`src/rtl/tod_pkg.sv`:
```
package tod_pkg;

  typedef enum logic [1:0] {
    F_TENTHS = 2'd0,
    F_SEC    = 2'd1,
    F_MIN    = 2'd2,
    F_HOUR   = 2'd3
  } tod_field_e;

  typedef struct packed {
    logic [7:0] hr;
    logic [7:0] mn;
    logic [7:0] sc;
    logic [7:0] tn;
  } tod_time_t;

  localparam logic [7:0] MASK_TN = 8'h0F;
  localparam logic [7:0] MASK_SC = 8'h7F;
  localparam logic [7:0] MASK_MN = 8'h7F;
  localparam logic [7:0] MASK_HR = 8'h9F;

  function automatic logic [7:0] field_of(input tod_time_t t, input tod_field_e f);
    case (f)
      F_TENTHS: return t.tn;
      F_SEC:    return t.sc;
      F_MIN:    return t.mn;
      default:  return t.hr;
    endcase
  endfunction

endpackage

```
`src/rtl/tod_divider.sv`:
```
module tod_divider #(
  parameter int SHORT_TICKS = 5,
  parameter int LONG_TICKS  = 6
) (
  input  logic clk,
  input  logic rst,
  input  logic tick_i,
  input  logic short_i,
  output logic step_o
);
  localparam int MAXT = (LONG_TICKS > SHORT_TICKS) ? LONG_TICKS : SHORT_TICKS;
  localparam int CW   = $clog2(MAXT);
  localparam logic [CW-1:0] RELOAD_S = CW'(SHORT_TICKS - 1);
  localparam logic [CW-1:0] RELOAD_L = CW'(LONG_TICKS - 1);

  logic [CW-1:0] cnt_q;
  logic          step_q;

  always_ff @(posedge clk) begin
    if (rst) begin
      cnt_q  <= '0;
      step_q <= 1'b0;
    end else begin
      step_q <= 1'b0;
      if (tick_i) begin
        if (cnt_q == '0) begin
          step_q <= 1'b1;
          cnt_q  <= short_i ? RELOAD_S : RELOAD_L;
        end else begin
          cnt_q <= cnt_q - 1'b1;
        end
      end
    end
  end

  assign step_o = step_q;

  // a step never repeats on the next cycle and is always caused by a tick
  p_step_gap_r2: assert property (@(posedge clk) disable iff (rst)
    step_q |=> !step_q);
  p_step_from_tick_r2: assert property (@(posedge clk) disable iff (rst)
    step_q |-> $past(tick_i));

endmodule

```
`src/rtl/tod_counter.sv`:
```
module tod_counter
  import tod_pkg::*;
(
  input  logic       clk,
  input  logic       rst,
  input  logic       step_i,
  input  logic       wr_i,
  input  tod_field_e wr_field_i,
  input  logic [7:0] wdata_i,
  output tod_time_t  time_o,
  output logic       stepped_o
);

  tod_time_t cur_q;
  tod_time_t inc;
  logic      stepped_q;
  logic      c_s, c_m;
  logic [4:0] tn_nxt;

  // Base-60 BCD increment: {carry, next value}
  function automatic logic [8:0] inc_base60(input logic [7:0] v);
    logic [4:0] lo;
    logic [3:0] hi;
    lo = {1'b0, v[3:0]} + 5'd1;
    hi = {1'b0, v[6:4]};
    if (lo > 5'd9) begin
      lo = 5'd0;
      hi = hi + 4'd1;
    end
    if (hi > 4'd5) return {1'b1, 8'h00};
    return {2'b00, hi[2:0], lo[3:0]};
  endfunction

  // 12-hour BCD increment with AM/PM toggle past 11
  function automatic logic [7:0] inc_hour(input logic [7:0] v);
    logic [4:0] lo;
    logic [1:0] hi;
    logic [5:0] hv;
    lo = {1'b0, v[3:0]} + 5'd1;
    hi = {1'b0, v[4]};
    if (lo > 5'd9) begin
      lo = 5'd0;
      hi = hi + 2'd1;
    end
    hv = {hi, lo[3:0]};
    if (hv > 6'h11) return {~v[7], 7'b0};
    return {v[7], 2'b00, hv[4:0]};
  endfunction

  always_comb begin
    inc    = cur_q;
    c_s    = 1'b0;
    c_m    = 1'b0;
    tn_nxt = {1'b0, cur_q.tn[3:0]} + 5'd1;
    if (tn_nxt > 5'd9) begin
      inc.tn = 8'h00;
      {c_s, inc.sc} = inc_base60(cur_q.sc);
      if (c_s) begin
        {c_m, inc.mn} = inc_base60(cur_q.mn);
        if (c_m) inc.hr = inc_hour(cur_q.hr);
      end
    end else begin
      inc.tn = {4'b0, tn_nxt[3:0]};
    end
  end

  always_ff @(posedge clk) begin
    if (rst) begin
      cur_q     <= '0;
      stepped_q <= 1'b0;
    end else begin
      stepped_q <= step_i && !wr_i;
      if (wr_i) begin
        // a write takes priority; a coincident step is dropped
        case (wr_field_i)
          F_TENTHS: cur_q.tn <= wdata_i & MASK_TN;
          F_SEC:    cur_q.sc <= wdata_i & MASK_SC;
          F_MIN:    cur_q.mn <= wdata_i & MASK_MN;
          default:  cur_q.hr <= wdata_i & MASK_HR;
        endcase
      end else if (step_i) begin
        cur_q <= inc;
      end
    end
  end

  assign time_o    = cur_q;
  assign stepped_o = stepped_q;

  // hour bits 6:5 are never set by a write
  p_hour_mask_r3: assert property (@(posedge clk) disable iff (rst)
    (wr_i && wr_field_i == F_HOUR) |=> (cur_q.hr[6:5] == 2'b00));
  // a step always leaves tenths in range
  p_tenths_range_r5: assert property (@(posedge clk) disable iff (rst)
    (step_i && !wr_i) |=> (cur_q.tn <= 8'h09));
  // seconds roll from 59 to 00 on carry
  p_sec_wrap_r6: assert property (@(posedge clk) disable iff (rst)
    (step_i && !wr_i && cur_q.tn == 8'h09 && cur_q.sc == 8'h59) |=> (cur_q.sc == 8'h00));
  // hours wrap past 11 inverts AM/PM
  p_hour_wrap_r7: assert property (@(posedge clk) disable iff (rst)
    (step_i && !wr_i && cur_q.tn == 8'h09 && cur_q.sc == 8'h59 &&
     cur_q.mn == 8'h59 && cur_q.hr[4:0] == 5'h11)
    |=> (cur_q.hr == {~$past(cur_q.hr[7]), 7'b0}));

endmodule

```
`src/rtl/tod_alarm.sv`:
```
module tod_alarm
  import tod_pkg::*;
(
  input  logic       clk,
  input  logic       rst,
  input  logic       wr_i,
  input  tod_field_e wr_field_i,
  input  logic [7:0] wdata_i,
  input  tod_time_t  time_i,
  input  logic       stepped_i,
  output logic       pulse_o
);

  tod_time_t alm_q;
  logic      pulse_q;

  always_ff @(posedge clk) begin
    if (rst) begin
      alm_q   <= '0;
      pulse_q <= 1'b0;
    end else begin
      if (wr_i) begin
        case (wr_field_i)
          F_TENTHS: alm_q.tn <= wdata_i & MASK_TN;
          F_SEC:    alm_q.sc <= wdata_i & MASK_SC;
          F_MIN:    alm_q.mn <= wdata_i & MASK_MN;
          default:  alm_q.hr <= wdata_i & MASK_HR;
        endcase
      end
      // compare the freshly stepped clock against the alarm
      pulse_q <= stepped_i && (time_i == alm_q);
    end
  end

  assign pulse_o = pulse_q;

  // one-cycle pulse, only after a step
  p_pulse_single_r8: assert property (@(posedge clk) disable iff (rst)
    pulse_q |=> !pulse_q);
  p_pulse_after_step_r8: assert property (@(posedge clk) disable iff (rst)
    pulse_q |-> $past(stepped_i));

endmodule

```
`src/rtl/tod_readhold.sv`:
```
module tod_readhold
  import tod_pkg::*;
(
  input  logic       clk,
  input  logic       rst,
  input  logic       rd_i,
  input  tod_field_e rd_field_i,
  input  tod_time_t  time_i,
  output logic [7:0] rdata_o
);

  tod_time_t held_q;
  logic      hold_q;
  logic [7:0] rdata_q;
  tod_time_t visible;

  assign visible = hold_q ? held_q : time_i;

  always_ff @(posedge clk) begin
    if (rst) begin
      held_q  <= '0;
      hold_q  <= 1'b0;
      rdata_q <= 8'h00;
    end else if (rd_i) begin
      rdata_q <= field_of(visible, rd_field_i);
      if (rd_field_i == F_HOUR && !hold_q) begin
        held_q <= time_i;
        hold_q <= 1'b1;
      end else if (rd_field_i == F_TENTHS) begin
        hold_q <= 1'b0;
      end
    end
  end

  assign rdata_o = rdata_q;

  // a tenths read always ends the hold; an hours read always starts one
  p_hold_release_r9: assert property (@(posedge clk) disable iff (rst)
    (rd_i && rd_field_i == F_TENTHS) |=> !hold_q);
  p_hold_enter_r9: assert property (@(posedge clk) disable iff (rst)
    (rd_i && rd_field_i == F_HOUR) |=> hold_q);
  // read data only moves on a read
  p_rdata_stable_r10: assert property (@(posedge clk) disable iff (rst)
    !rd_i |=> $stable(rdata_q));

endmodule

```
`src/rtl/tod_clock.sv`:
```
module tod_clock
  import tod_pkg::*;
#(
  parameter int SHORT_TICKS = 5,
  parameter int LONG_TICKS  = 6
) (
  input  logic       clk,
  input  logic       rst,
  input  logic       tick,
  input  logic       rate_short,
  input  logic       alarm_sel,
  input  logic       wr_en,
  input  logic       rd_en,
  input  logic [1:0] addr,
  input  logic [7:0] wdata,
  output logic [7:0] rdata,
  output logic       alarm_pulse
);

  tod_field_e field;
  logic       step;
  logic       stepped;
  logic       clk_wr, alm_wr;
  tod_time_t  now;

  assign field  = tod_field_e'(addr);
  assign clk_wr = wr_en && !alarm_sel;
  assign alm_wr = wr_en && alarm_sel;

  tod_divider #(.SHORT_TICKS(SHORT_TICKS), .LONG_TICKS(LONG_TICKS)) u_div (
    .clk(clk), .rst(rst), .tick_i(tick), .short_i(rate_short), .step_o(step)
  );

  tod_counter u_cnt (
    .clk(clk), .rst(rst), .step_i(step), .wr_i(clk_wr), .wr_field_i(field),
    .wdata_i(wdata), .time_o(now), .stepped_o(stepped)
  );

  tod_alarm u_alm (
    .clk(clk), .rst(rst), .wr_i(alm_wr), .wr_field_i(field), .wdata_i(wdata),
    .time_i(now), .stepped_i(stepped), .pulse_o(alarm_pulse)
  );

  tod_readhold u_rd (
    .clk(clk), .rst(rst), .rd_i(rd_en), .rd_field_i(field), .time_i(now),
    .rdata_o(rdata)
  );

  // steered alarm writes leave the clock untouched
  p_alarm_steer_r4: assert property (@(posedge clk) disable iff (rst)
    (wr_en && alarm_sel && !step) |=> $stable(now));

endmodule

```
`config.mk`:
```
export PLATFORM = sky130hd
export DESIGN_NAME = tod_clock
export DESIGN_NICKNAME = d
export VERILOG_FILES = /design/src/rtl/tod_pkg.sv /design/src/rtl/tod_divider.sv /design/src/rtl/tod_counter.sv /design/src/rtl/tod_alarm.sv /design/src/rtl/tod_readhold.sv /design/src/rtl/tod_clock.sv
export SDC_FILE = /design/constraint.sdc
export NUM_CORES = 1
export LEC_CHECK = 0
export ABC_AREA = 1
export BUFFER_PORTS_ARGS = -buffer_cell sky130_fd_sc_hd__buf_2
export CAP_MARGIN = 15
export CORE_UTILIZATION = 65
export DETAILED_ROUTE_END_ITERATION = 6
export PLACE_DENSITY = 0.91
export SYNTH_ARGS = -nofsm -noshare
export SYNTH_HDL_FRONTEND = slang
export SYNTH_SLANG_ARGS = --single-unit
```
`constraint.sdc`:
```
create_clock -name clk -period 5.91 [get_ports clk]
set_clock_uncertainty 0.05 [all_clocks]
set_input_delay 1.182 -clock clk [delete_from_list [all_inputs] [get_ports clk]]
set_output_delay 1.182 -clock clk [all_outputs]
set_load 0.02 [all_outputs]
```
# After elaboration in Yosys (flattened, before gate mapping)
# Index checks and enable logic that the tools add are counted.
dict set report op_classes {
  addsub 8
  n_lt_le_gt_ge 7
  eq_ne 8
  n_mux 50
  bitwise_logic 3
  reduce_logical 29
}
# op n
set op_table {}
lappend op_table {{$mux W32} 3}
lappend op_table {{$mux W9} 7}
lappend op_table {{$mux W8} 7}
lappend op_table {{$mux W4} 12}
lappend op_table {{$eq A32 B32 Y1} 1}
lappend op_table {{$mux W24} 1}
lappend op_table {{$pmux W8 S3} 1}
lappend op_table {{$add A4 B1 Y5 const B} 4}
lappend op_table {{$gt A5 B4 Y1 const B} 4}
lappend op_table {{$mux W16} 1}
lappend op_table {{$reduce_and A2 Y1} 7}
lappend op_table {{$mux W1} 13}
lappend op_table {{$reduce_bool A2 Y1} 6}
lappend op_table {{$add A3 B1 Y4 const B} 2}
lappend op_table {{$gt A4 B3 Y1 const B} 2}
lappend op_table {{$mux W2} 4}
lappend op_table {{$gt A6 B5 Y1 const B} 1}
lappend op_table {{$ne A2 B1 Y1 const B} 3}
lappend op_table {{$reduce_and A6 Y1} 1}
lappend op_table {{$logic_and A1 B1 Y1} 5}
lappend op_table {{$reduce_and A5 Y1} 1}
lappend op_table {{$eq A2 B2 Y1 const B} 2}
lappend op_table {{$reduce_and A4 Y1} 1}
lappend op_table {{$logic_not A1 Y1} 3}
lappend op_table {{11 further kinds} 13}
dict set report totals {
  reg_bits 103
  input_bits 17
  output_inout_bits 9
  wordCells 124
}

# Longest topological paths before layout
dict set report logic_depth {
  depth_word 32
  ltp_mapped 17
  ltp_nobuf 16
}

# Modules after synthesis
# Synthesis repeated with hierarchy kept, for this count alone.
dict set report hier_totals {
  cells_unflattened 883
  area_unflattened_um2 5526.6
}
# module n_inst cells_per_inst area_each_um2 seq_area_each_um2
set modules_own_cells {}
lappend modules_own_cells {tod_readhold 1 331 2077.0 820.8}
lappend modules_own_cells {tod_counter 1 296 1888.1 500.5}
lappend modules_own_cells {tod_alarm 1 229 1372.6 500.5}
lappend modules_own_cells {tod_divider 1 23 171.4 80.1}
lappend modules_own_cells {tod_clock 1 4 17.5 0.0}

# Least setup slack after synthesis
# Ideal clock, no wire load.
dict set report synth_timing {
  kind {input to register}
  start {input port addr[0]}
  end {register u_rd.held_q[19] (netlist bit)}
  setup_ns 0.136
  t_arrival_ns 2.176
  required_ns 5.724
  slack_ns 3.548
  path_stages 7
  path_buffers 2
  cell_sequence {nand2_1 > nor2_1 > nand2_1 > inv_1 > buf_2 > buf_2 > a211oi_1}
}
dict set report synth_between {
  elab_chain_len 3
}
# element line
set synth_rtl {}
lappend synth_rtl {{start, declared} tod_clock.sv:14} ;# input logic [1:0] addr,
lappend synth_rtl {{$eq A2 B2 Y1} tod_readhold.sv:26} ;# if (rd_field_i == F_HOUR && !hold_q) begin
lappend synth_rtl {{$logic_and A1 B1 Y1} tod_readhold.sv:26}
lappend synth_rtl {{$reduce_and A2 Y1 (no source line)} n/a}
lappend synth_rtl {{end signal, assigned} tod_readhold.sv:27} ;# held_q <= time_i;
lappend synth_rtl {{end, declared} tod_readhold.sv:12} ;# tod_time_t held_q;
# Every way passes these cells.
# A chain may end at the register's enable or synchronous reset.

# Final worst setup path
dict set report layout_timing {
  start {input port wr_en}
  end {register u_cnt.cur_q (netlist bit u_cnt.time_o[11])}
}
dict set report layout_between {
  elab_chain_len 3
  elab_cells_between_ends 6
  cone_classes {1 x eq/ne; 1 x mux; 4 x reduce/logical}
}
# element line
set layout_rtl {}
lappend layout_rtl {{start, declared} tod_clock.sv:12} ;# input logic wr_en,
lappend layout_rtl {{$logic_and A1 B1 Y1 (*)} tod_clock.sv:27} ;# assign clk_wr = wr_en && !alarm_sel;
lappend layout_rtl {{$ne A2 B1 Y1 (no source line) / $reduce_bool A2 Y1 (equally long branches)} n/a}
lappend layout_rtl {{$reduce_and A3 Y1 (no source line)} n/a}
lappend layout_rtl {{end signal, assigned} tod_counter.sv:82} ;# cur_q <= inc;
lappend layout_rtl {{end, declared} tod_counter.sv:14} ;# tod_time_t cur_q;
# Every way passes the cells marked *; elsewhere a longest branch is shown, timed or not.

==> impl_metrics.yaml <==
synthesis:
  syn_nets: 666
  synth_seq_cells: 87
  yosysWarnings: 0
  netlist_area_um2: 4600
  syn_inst: 637
  synth_edf_count: 0
  synthArstFlopShare_pct: 0
  syn_area_per_cell_um2: 7.22
  synthTopCellsByArea: "dfxtp_1 38%, o21ai_0 9.7%, a21oi_1 6.7%"
  yosysTopAreaCellShare_pct: 37.9
  synthFlopType: "dfxtp_1"
  yosysTopAreaCell: "dfxtp_1"
  synth_seq_area_share_pct: 37.9
  synth_cell_types: 41
detailed_routing:
  route.final.wire_length_mm: 12.5
  via_count: 4565
  ant_nets: 0
  first_iter_violations: 431
  first_pass_iters: 6
  wl_per_cell_um: 16.7
  drc: 0
  via_per_inst: 6.09
cells_and_area:
  synthToLayoutAreaGrowth_pct: 6.74
  diodes: 0
  layout_common_cells: "89 x o21ai_0, 87 x dfxtp_1, 78 x nand2_1, 70 x inv_1, 66 x nor2_1"
  final_common_cell: "o21ai_0"
  stdcell_area_um2: 4910
  layoutNonFillerInstCount: 749
  layout.nets: 677
  utilization_pct: 71.9
  final_layout_size_suffix_gt1_share_pct: 12.6
cts:
  cts_resized: 0
  ctsHoldBuffers: 0
  clkTransAtPathRegs_ns: 0.09
  postCtsSetupRepairBufs: 0
  htree_levels: 3
  cts-root-buf: "clkbuf_8"
  cts_max_path_buffers: 2
  clock_latency_ns: 0.36
  cts_made_buffers: 9
  cts_tree: "yes"
  clkSinkCount: 87
global_route:
  grt_use_total_pct: 34.6
  busiest_layer: "met2"
  grt_pass1_vias: 4133
  antenna_found_initial: 0
  globalRouteMet3Util_pct: 4.72
  gr-total-overflow: 0
  use_met2_pct: 56.4
  grt_pass1_wl_mm: 19.7
  grt_max_degree: 60
  grtUsageMet1_pct: 45.0
min_path:
  worstHoldStart: "u_rd.rdata_o[6]$_SDFFE_PP0P_"
  hp-class: "flip-flop to flip-flop"
  hold_depth: 2
  min_to: "u_rd.rdata_o[6]$_SDFFE_PP0P_"
die:
  placement_rows: 30
  dieArea_um2: 7420
  start_util_pct: 67.3
  pin_count: 26
  coreArea_um2: 6830
  dieWidth_um: 86.1
  die_h_um: 86.1
setup_path:
  cp.required_ns: 6.15
  worstPathArrival_ns: 3.46
  rr_worst_depth: 5
  rrSetupSlack_ns: 2.84
  critPathMaxFanout: 14
  worstSetupEndpointType: "flip-flop"
  criticalPathCategory: "input port to flip-flop"
  rr_endpoint: "u_rd.held_q[17]$_SDFFE_PP0P_"
  worst_setup_path_start_kind: "input port"
  r2r-start: "u_rd.hold_q$_SDFFE_PP0P_"
power_and_ir_drop:
  powerDensity_nw_per_um2: 250
  power.leakage_nw: 2.12
  max-vdd-ir-drop_uv: 184
placed_design:
  dp_cells: 733
  place_hpwl_mm: 9.02
  port_buffers: 25
  place_congestion: 1.01
  dpl_cell_area_um2: 4710
timing:
  slew_headroom_pct: 30.9
  fin_crit_sh_pct: 54.4
  worst_pin_slew_ns: 1.03
  fin_crit_ns: 3.22
  final_hold_viol_count: 0
  slew_viol_final: 0
  setup_viol: 0
  grt_setup_unrepaired: "false"
  fmax_ghz: 0.311
  finalSetupTns_ns: 0
outcome:
  status: "finished clean"
job:
  maxCapViolations: 0
## final cells by class
| cell class | count | area (um2) |
|---|---|---|
| fill | 568 | 1920 |
| tap | 96 | 120 |
| clock inverter | 6 | 68.8 |
| multi-input combinational | 447 | 2430 |
| inverter | 77 | 289 |
| sequential | 87 | 1740 |
| clock buffer | 10 | 128 |
| timing repair buffer | 26 | 133 |
## logic make-up after synthesis
logic type / Yosys count / share of synthesized area (%)
AND/OR/NAND/NOR: 215 / 21.5
AO/OA/AOI/OAI: 208 / 25.8
flip-flops: 87 / 37.9
adder cells (fa/ha/maj): 12 / 3.26
buffers and inverters: 103 / 9.30
XOR/XNOR: 12 / 2.28
## per-layer routing
layer | share of wire [%] | vias up
met2 | 48 | 237
met4 | 3.3 | 0
met1 | 41 | 2103
met3 | 8.3 | 39
li1 | - | 2186
met5 | 0 | -
## sequential cells by signal, summed over array words and instances, names as in the netlist
name,flops
u_alm.alm_q,24
u_alm.pulse_o,1
u_cnt.stepped_o,1
u_cnt.time_o,24
u_div.cnt_q,3
u_div.step_o,1
u_rd.held_q,24
u_rd.hold_q,1
u_rd.rdata_o,8
## cell usage after synthesis (all sizes together), types with 4 or more instances
library cell / number
xor2: 10
nor4: 4
o21ai: 91
a211oi: 15
clkbuf: 18
nor2: 69
nand2: 98
nand4: 9
a21oi: 70
buf: 8
inv: 75
dfxtp: 87
o22ai: 6
ha: 12
a31oi: 14
nand3: 27
## power by group
| group | switching [W] | leakage (nW) | internal, W | total [W] |
|---|---|---|---|---|
| Clock | 0.000225 | 0.0973 | 0.000199 | 0.000423 |
| Combinational | 0.000110 | 1.32 | 0.0000550 | 0.000165 |
| Sequential | 0.0000259 | 0.709 | 0.000613 | 0.000639 |
| Total | 0.000360 | 2.12 | 0.000866 | 0.00123 |
## metrics by stage
stage | hold slack [ns] | power [W] | worst slack (ns)
6_report | 0.415 | 0.00123 | 2.69
5_1_grt | 0.434 | 0.00127 | 2.48
4_1_cts | 0.416 | 0.00122 | 2.80
3_5_place_dp | 0.403 | 0.000811 | 2.43
3_3_place_gp | 0.392 | 0.000803 | 2.50
2_1_floorplan | 0.373 | 0.000765 | 3.55
## worst max-delay path by stage
stage / from / to / slack, ns / depth (start not counted)
floorplan: addr[0] / u_rd.held_q[19]$_SDFFE_PP0P_ / 3.55 / 7
global route: wr_en / u_cnt.time_o[14]$_SDFFE_PP0P_ / 2.48 / 9
detailed placement: alarm_sel / u_cnt.time_o[8]$_SDFFE_PP0P_ / 2.43 / 8
finish: wr_en / u_cnt.time_o[11]$_SDFFE_PP0P_ / 2.69 / 9
global placement: alarm_sel / u_cnt.time_o[13]$_SDFFE_PP0P_ / 2.50 / 8
CTS: wr_en / u_cnt.time_o[8]$_SDFFE_PP0P_ / 2.80 / 9
## worst max-delay path, stage by stage
cell and delay, ns:
buf_2 0.08, inv_1 0.03, nor2_1 0.77, inv_2 0.28, nand3_1 0.23, nand2_1 0.11, a21oi_2 0.44, o21ai_0 0.17
a31oi_1 0.16
No activity file was read; power rests on OpenSTA's default activity.
